$ cat src/rtl/simd_lane_reduce.sv
`timescale 1ns/1ps
module simd_lane_reduce #(
  parameter int WIDTH   = 64,
  parameter int CHUNK   = 8,
  parameter bit OUT_REG = 1'b1
) (
  input  logic                     clk,
  input  logic                     rst_n,
  input  logic [WIDTH-1:0]         operand,
  input  logic [WIDTH/CHUNK-2:0]   cut_mask,
  input  logic [1:0]               op_sel,
  output logic [WIDTH/CHUNK-1:0]   result
);
  localparam int NCH = WIDTH / CHUNK;
  localparam logic [1:0] OP_XOR = 2'b00;
  localparam logic [1:0] OP_AND = 2'b10;

  logic [NCH-1:0] part, acc, fin;

  function automatic logic merge(input logic a, input logic b, input logic [1:0] op);
    if (op == OP_XOR)      return a ^ b;
    else if (op == OP_AND) return a & b;
    else                   return a | b;
  endfunction

  always_comb begin
    for (int i = 0; i < NCH; i++) begin
      if (op_sel == OP_XOR)      part[i] = ^operand[i*CHUNK +: CHUNK];
      else if (op_sel == OP_AND) part[i] = &operand[i*CHUNK +: CHUNK];
      else                       part[i] = |operand[i*CHUNK +: CHUNK];
    end
    acc[0] = part[0];
    for (int i = 1; i < NCH; i++)
      acc[i] = cut_mask[i-1] ? part[i] : merge(acc[i-1], part[i], op_sel);
    fin[NCH-1] = acc[NCH-1];
    for (int i = NCH-2; i >= 0; i--)
      fin[i] = cut_mask[i] ? acc[i] : fin[i+1];
  end

  generate
    if (OUT_REG) begin : g_reg
      logic primed;
      always_ff @(posedge clk or negedge rst_n) begin
        if (!rst_n) begin
          result <= '0;
          primed <= 1'b0;
        end else begin
          result <= fin;
          primed <= 1'b1;
        end
      end

      for (genvar i = 0; i < NCH-1; i++) begin : g_uni
        assert_lane_uniform_R6: assert property (@(posedge clk) disable iff (!rst_n)
          primed && !$past(cut_mask[i]) |-> result[i] == result[i+1]);
      end

      assert_zero_operand_R2: assert property (@(posedge clk) disable iff (!rst_n)
        primed && $past(operand) == '0 |-> result == '0);

      assert_ones_parity_R2: assert property (@(posedge clk) disable iff (!rst_n)
        primed && $past(&operand) && $past(op_sel) == OP_XOR |-> result == '0);

      assert_ones_other_R2: assert property (@(posedge clk) disable iff (!rst_n)
        primed && $past(&operand) && $past(op_sel) != OP_XOR |-> &result);
    end else begin : g_comb
      assign result = fin;
    end
  endgenerate
endmodule

$ cat config.mk
export PLATFORM = sky130hd
export DESIGN_NAME = simd_lane_reduce
export DESIGN_NICKNAME = d
export VERILOG_FILES = /design/src/rtl/simd_lane_reduce.sv
export SDC_FILE = /design/constraint.sdc
export NUM_CORES = 1
export LEC_CHECK = 0
export BUFFER_PORTS_ARGS = -buffer_cell sky130_fd_sc_hd__buf_4
export CAP_MARGIN = 20
export CORE_MARGIN = 2
export CORE_UTILIZATION = 35
export CTS_BUF_LIST = sky130_fd_sc_hd__clkbuf_4
export CTS_CLUSTER_SIZE = 20
export DETAILED_ROUTE_END_ITERATION = 10
export GPL_TIMING_DRIVEN = 0
export SETUP_SLACK_MARGIN = 0.05
export SLEW_MARGIN = 20
export SYNTH_ARGS = -nofsm -noshare
export SYNTH_HDL_FRONTEND = slang
export SYNTH_SLANG_ARGS = --single-unit
$ cat constraint.sdc
create_clock -name clk -period 0.8 [get_ports clk]
set_input_delay 0.16 -clock clk [delete_from_list [all_inputs] [get_ports clk]]
set_output_delay 0.16 -clock clk [all_outputs]
set_load 0.1 [all_outputs]
* Yosys cells after proc, flatten, opt, wreduce, memory -nomap -nowiden *
Index checks and enable logic that the tools add are counted.

word-level totals
  word-level logic and storage cells = 92
  bits of input ports = 75
  output and inout port bits = 8
  register bits = 8

operators by class
  reduce and logical (&&, ||, !) cells = 25
  equality and inequality tests = 1
  bitwise logic cells = 21
  mux-type cells = 44

operators with widths
  cell                count
  $reduce_and 8->1    8
  $reduce_or 8->1     8
  $reduce_xor 8->1    8
  $mux 1              44
  $and 1x1->1         7
  $or 1x1->1          7
  $xor 1x1->1         7
  $eq 2x2->1 const B  1
  $logic_not 2->1     1

* Longest topological paths before layout *
  depth after elaboration = 38
  gate-level depth with buffers = 45
  depth with buffers taken out = 45

* Worst setup path before layout *
Ideal clock, no wire load.

  path kind = in2reg
  start = in operand[8]
  end = reg result[0]
  slack = -6891 ps
  required time = 668 ps
  cell stages on the path = 43
  setup time = 132 ps
  arrival time = 7559 ps
  cell sequence = inv_1 -> ha_1 -> xor2_1 -> xnor2_1 -> o21ai_0 -> a21oi_1 -> inv_1 -> ha_1 -> mux2i_1 -> a211oi_1 -> a311o_1 -> inv_1 -> ha_1 -> mux2_1 -> o21ai_1 -> or2_0 -> o31a_1 -> ha_1 -> [... 7 more ...] -> nor2_1 -> a21o_1 -> ha_1 -> mux2_1 -> nor2_1 -> a211oi_1 -> a31oi_1 -> ha_1 -> mux2_4 -> nor2_1 -> a211oi_1 -> a31oi_1 -> ha_1 -> mux2_2 -> o21ai_2 -> a21oi_2 -> a2111oi_4 -> o21ai_1

on the way
  longest elaborated chain between the ends = 38
  elaborated cells between the ends (all ways) = 54

ends and longest elaborated chain
  what                                                 line    text
  start, declared                                      9       input logic [WIDTH-1:0] operand,
  $reduce_or 8->1 or $reduce_and 8->1 (tied branches)  30, 29
  $mux 1                                               29      else if (op_sel == OP_AND) part[i] = &operand[i*CHUNK +: CHUNK];
  $mux 1 *                                             28      if (op_sel == OP_XOR) part[i] = ^operand[i*CHUNK +: CHUNK];
  $or 1x1->1 or $and 1x1->1 (tied branches)            23, 22
  $mux 1                                               22      else if (op == OP_AND) return a & b;
  $mux 1                                               21      if (op == OP_XOR) return a ^ b;
  $mux 1 *                                             34      acc[i] = cut_mask[i-1] ? part[i] : merge(acc[i-1], part[i], op_sel);
  $or 1x1->1 or $and 1x1->1 (tied branches)            23, 22
  [... 18 more ...]                                    --
  $mux 1                                               34
  $or 1x1->1 or $and 1x1->1 (tied branches)            23, 22
  $mux 1                                               22
  $mux 1                                               21
  $mux 1                                               34
  $mux 1 (5 in series)                                 37      fin[i] = cut_mask[i] ? acc[i] : fin[i+1];
  $mux 1 * (2 in series)                               37
  net fin[0]                                           18      logic [NCH-1:0] part, acc, fin;
  end signal, assigned                                 48      result <= fin;
  end, declared                                        12      output logic [WIDTH/CHUNK-1:0] result

The timed path passes the listed nets; every way through them passes the cells marked *.

* Worst setup path in the final report *
  start = in operand[13]
  end = reg result[0]

The elaborated chain is that of the path after synthesis.

==> flow_metrics.py <==
metrics = {
    "outcome": {
        "outcome": "complete, but fails checks",
        "violations": "negative setup slack",
    },
    "logic_synthesis": {
        "yosysSeqAreaShare_pct": 8.11,
        "syn_area_um2": 2470,
        "synth_edf_count": 0,
        "ys_ff_latch": 8,
        "synth_cell_types": 45,
        "syn_avg_cell_area_um2": 8.04,
        "syn_nets": 460,
        "synth_async_sr_flop_share_pct": 100,
        "ys.flop_type": "dfrtp_1",
        "syn_inst": 307,
        "yosys_warnings": 0,
    },
    "pwr": {
        "peakVddDrop_v": 0.000473,
        "p_leak_nw": 2.45,
        "power.total_w": 0.00525,
        "power_density_nw_per_um2": 1160,
    },
    "worst_setup_path": {
        "cp.arrival_ns": 7.95,
        "crit_type": "in -> reg",
        "slowest_stage": "ha_4",
        "cp.required_ns": 0.91,
        "endpoint_kind": "flop",
        "cp_common_cell": "buf_4",
        "path_buf_inv": 52,
        "max_stage_delay_ns": 0.24,
        "cp_max_fo": 2,
        "crit_family": "buffers and inverters",
        "cp-start-kind": "primary input",
    },
    "sta": {
        "hold_ws_ns": 0.159,
        "rsz0062_at_grt": "yes",
        "max_slew_margin_pct": 60.6,
        "hold_viol_final": 0,
        "drv_slew": 0,
        "setup_violations": 16,
        "period_needed_ns": 7.84,
        "fin_crit_sh_pct": 980,
        "tightest_slew_ns": 0.584,
        "finalWorstSetupSlack_ns": -7.04,
        "fmax_mhz": 128,
    },
    "clocking": {
        "cts.sinks": 8,
        "clk_pin_slew_worst_paths_ns": 0.05,
        "cts_buffer_depth": 2,
        "cts_root_buf": "clkbuf_4",
        "cts_htree_levels": 1,
        "cts_tree": "built",
        "cts_buffers": 3,
    },
    "place": {
        "io_buffers": 81,
        "gp_congestion": 0.759,
        "post-dp-hpwl_mm": 4.57,
    },
    "route": {
        "drc": 0,
        "antenna_left": 0,
        "drtIter0Drc": 131,
        "wl_per_cell_um": 12.9,
        "vias": 2763,
        "vias_per_cell": 4.68,
        "dr.pass1.iters": 5,
        "routed_wl_mm": 7.62,
    },
    "grt": {
        "antenna_found_initial": 0,
        "grt-ovfl-total": 0,
        "grt_use_total_pct": 19.9,
        "grt_pass1_wl_mm": 12.3,
        "grt_max_degree": 11,
        "grt_pass1_vias": 2897,
    },
    "die": {
        "die_area_um2": 7740,
        "core_um2": 6790,
        "fp.dieW_um": 88.0,
        "die_h_um": 88.0,
        "io_pins": 83,
        "fp-row-count": 30,
        "initial_core_util_pct": 36.3,
    },
    "final_layout": {
        "largest_reg_flops": 8,
        "reg_top3": "result: 8 flops",
        "drive_gt1_share_pct": 52.9,
        "layout.nets": 650,
        "layout_common_cells": "buf_4, inv_1, ha_1",
        "largest-register": "result",
        "num_antenna_cells": 0,
        "fin_util_pct": 66.5,
        "syn2layout_area_growth_pct": 83.1,
        "layout_commonest_cell": "buf_4",
    },
    "hold_path": {
        "holdPathStages": 2,
        "min_path_type": "in -> reg",
        "worstHoldStart": "cut_mask[2]",
        "min_to": "result[2]$_DFF_PN0_",
    },
    "run": {
        "max-cap-violations": 0,
    },
}
Yosys cell counts (all sizes together), types with 4 or more instances:
cell / number / area share, %
a211oi: 6 / 2.0
a21oi: 8 / 1.8
and2: 4 / 1.0
and4: 4 / 1.4
buf: 7 / 1.6
dfrtp: 8 / 8.1
ha: 78 / 40
inv: 81 / 12
mux2: 4 / 2.0
nand2: 19 / 2.9
nand3: 5 / 1.0
nand4: 7 / 1.8
nor2: 11 / 1.7
o21ai: 11 / 2.5
o221ai: 5 / 1.8
xnor2: 21 / 7.5
what timing repair did:
item | 4_1_cts | 5_1_grt
hold buffers | 1 | 0
resized for setup | 53 | 31
pin swaps | 7 | 11
endpoints found under the hold margin | 8 | 0
endpoints found under the setup margin | 16 | 16
buffers inserted | 98 | 10
where the power goes:
part	switching (W)	leakage, nW	internal [W]	total [W]
registers	0.0000594	0.0853	0.000520	0.000580
logic	0.00201	2.35	0.00237	0.00438
clock network	0.000116	0.0138	0.000170	0.000286
total	0.00218	2.45	0.00307	0.00525
metrics by stage:
step	instances	setup TNS, ns	setup WS, ns	area (um2)
global placement	484	-57.50	-7.42	3340
global route	591	-59.27	-7.33	4520
floorplan	307	-50.99	-6.59	2610
detailed placement	484	-58.52	-7.55	3340
finish	591	-56.71	-7.04	4520
CTS	585	-54.29	-6.75	4320
how the worst max path moves through the flow:
| stage | from | end | slack [ns] | depth (start not counted) |
|---|---|---|---|---|
| finish | operand[13] | result[0]$_DFF_PN0_ | -7.04 | 62 |
| global placement | operand[8] | result[0]$_DFF_PN0_ | -7.42 | 44 |
| global route | operand[13] | result[1]$_DFF_PN0_ | -7.33 | 44 |
| floorplan | operand[8] | result[0]$_DFF_PN0_ | -6.59 | 42 |
| detailed placement | operand[8] | result[0]$_DFF_PN0_ | -7.55 | 44 |
| CTS | operand[9] | result[0]$_DFF_PN0_ | -6.75 | 63 |
kinds of logic after synthesis:
logic type | count (synthesis) | synth area share [%]
buffers and inverters | 88 | 13.9
adder cells (fa/ha/maj) | 78 | 39.6
AND/OR/NAND/NOR | 57 | 12.0
AO/OA/AOI/OAI | 47 | 15.5
XOR/XNOR | 24 | 8.52
flip-flops | 8 | 8.11
multiplexers | 5 | 2.38
metal layers:
| metal | global-route usage, % | vias to the layer above | part of all wire (%) |
|---|---|---|---|
| li1 | - | 1375 | - |
| met5 | 0 | - | 0 |
| met2 | 39.1 | 79 | 56 |
| met1 | 21.1 | 1291 | 38 |
| met3 | 1.32 | 18 | 3.5 |
| met4 | 9.51 | 0 | 2.8 |
final cells by class:
cell class	instances	area [um2]
Fill cell	552	2280
Buffer	7	47.5
Timing Repair Buffer	185	1550
Tap cell	96	120
Clock buffer	3	22.5
Multi-Input combinational cell	211	2220
Sequential cell	8	230
Inverter	81	324
(Power assumes the default switching activity.)
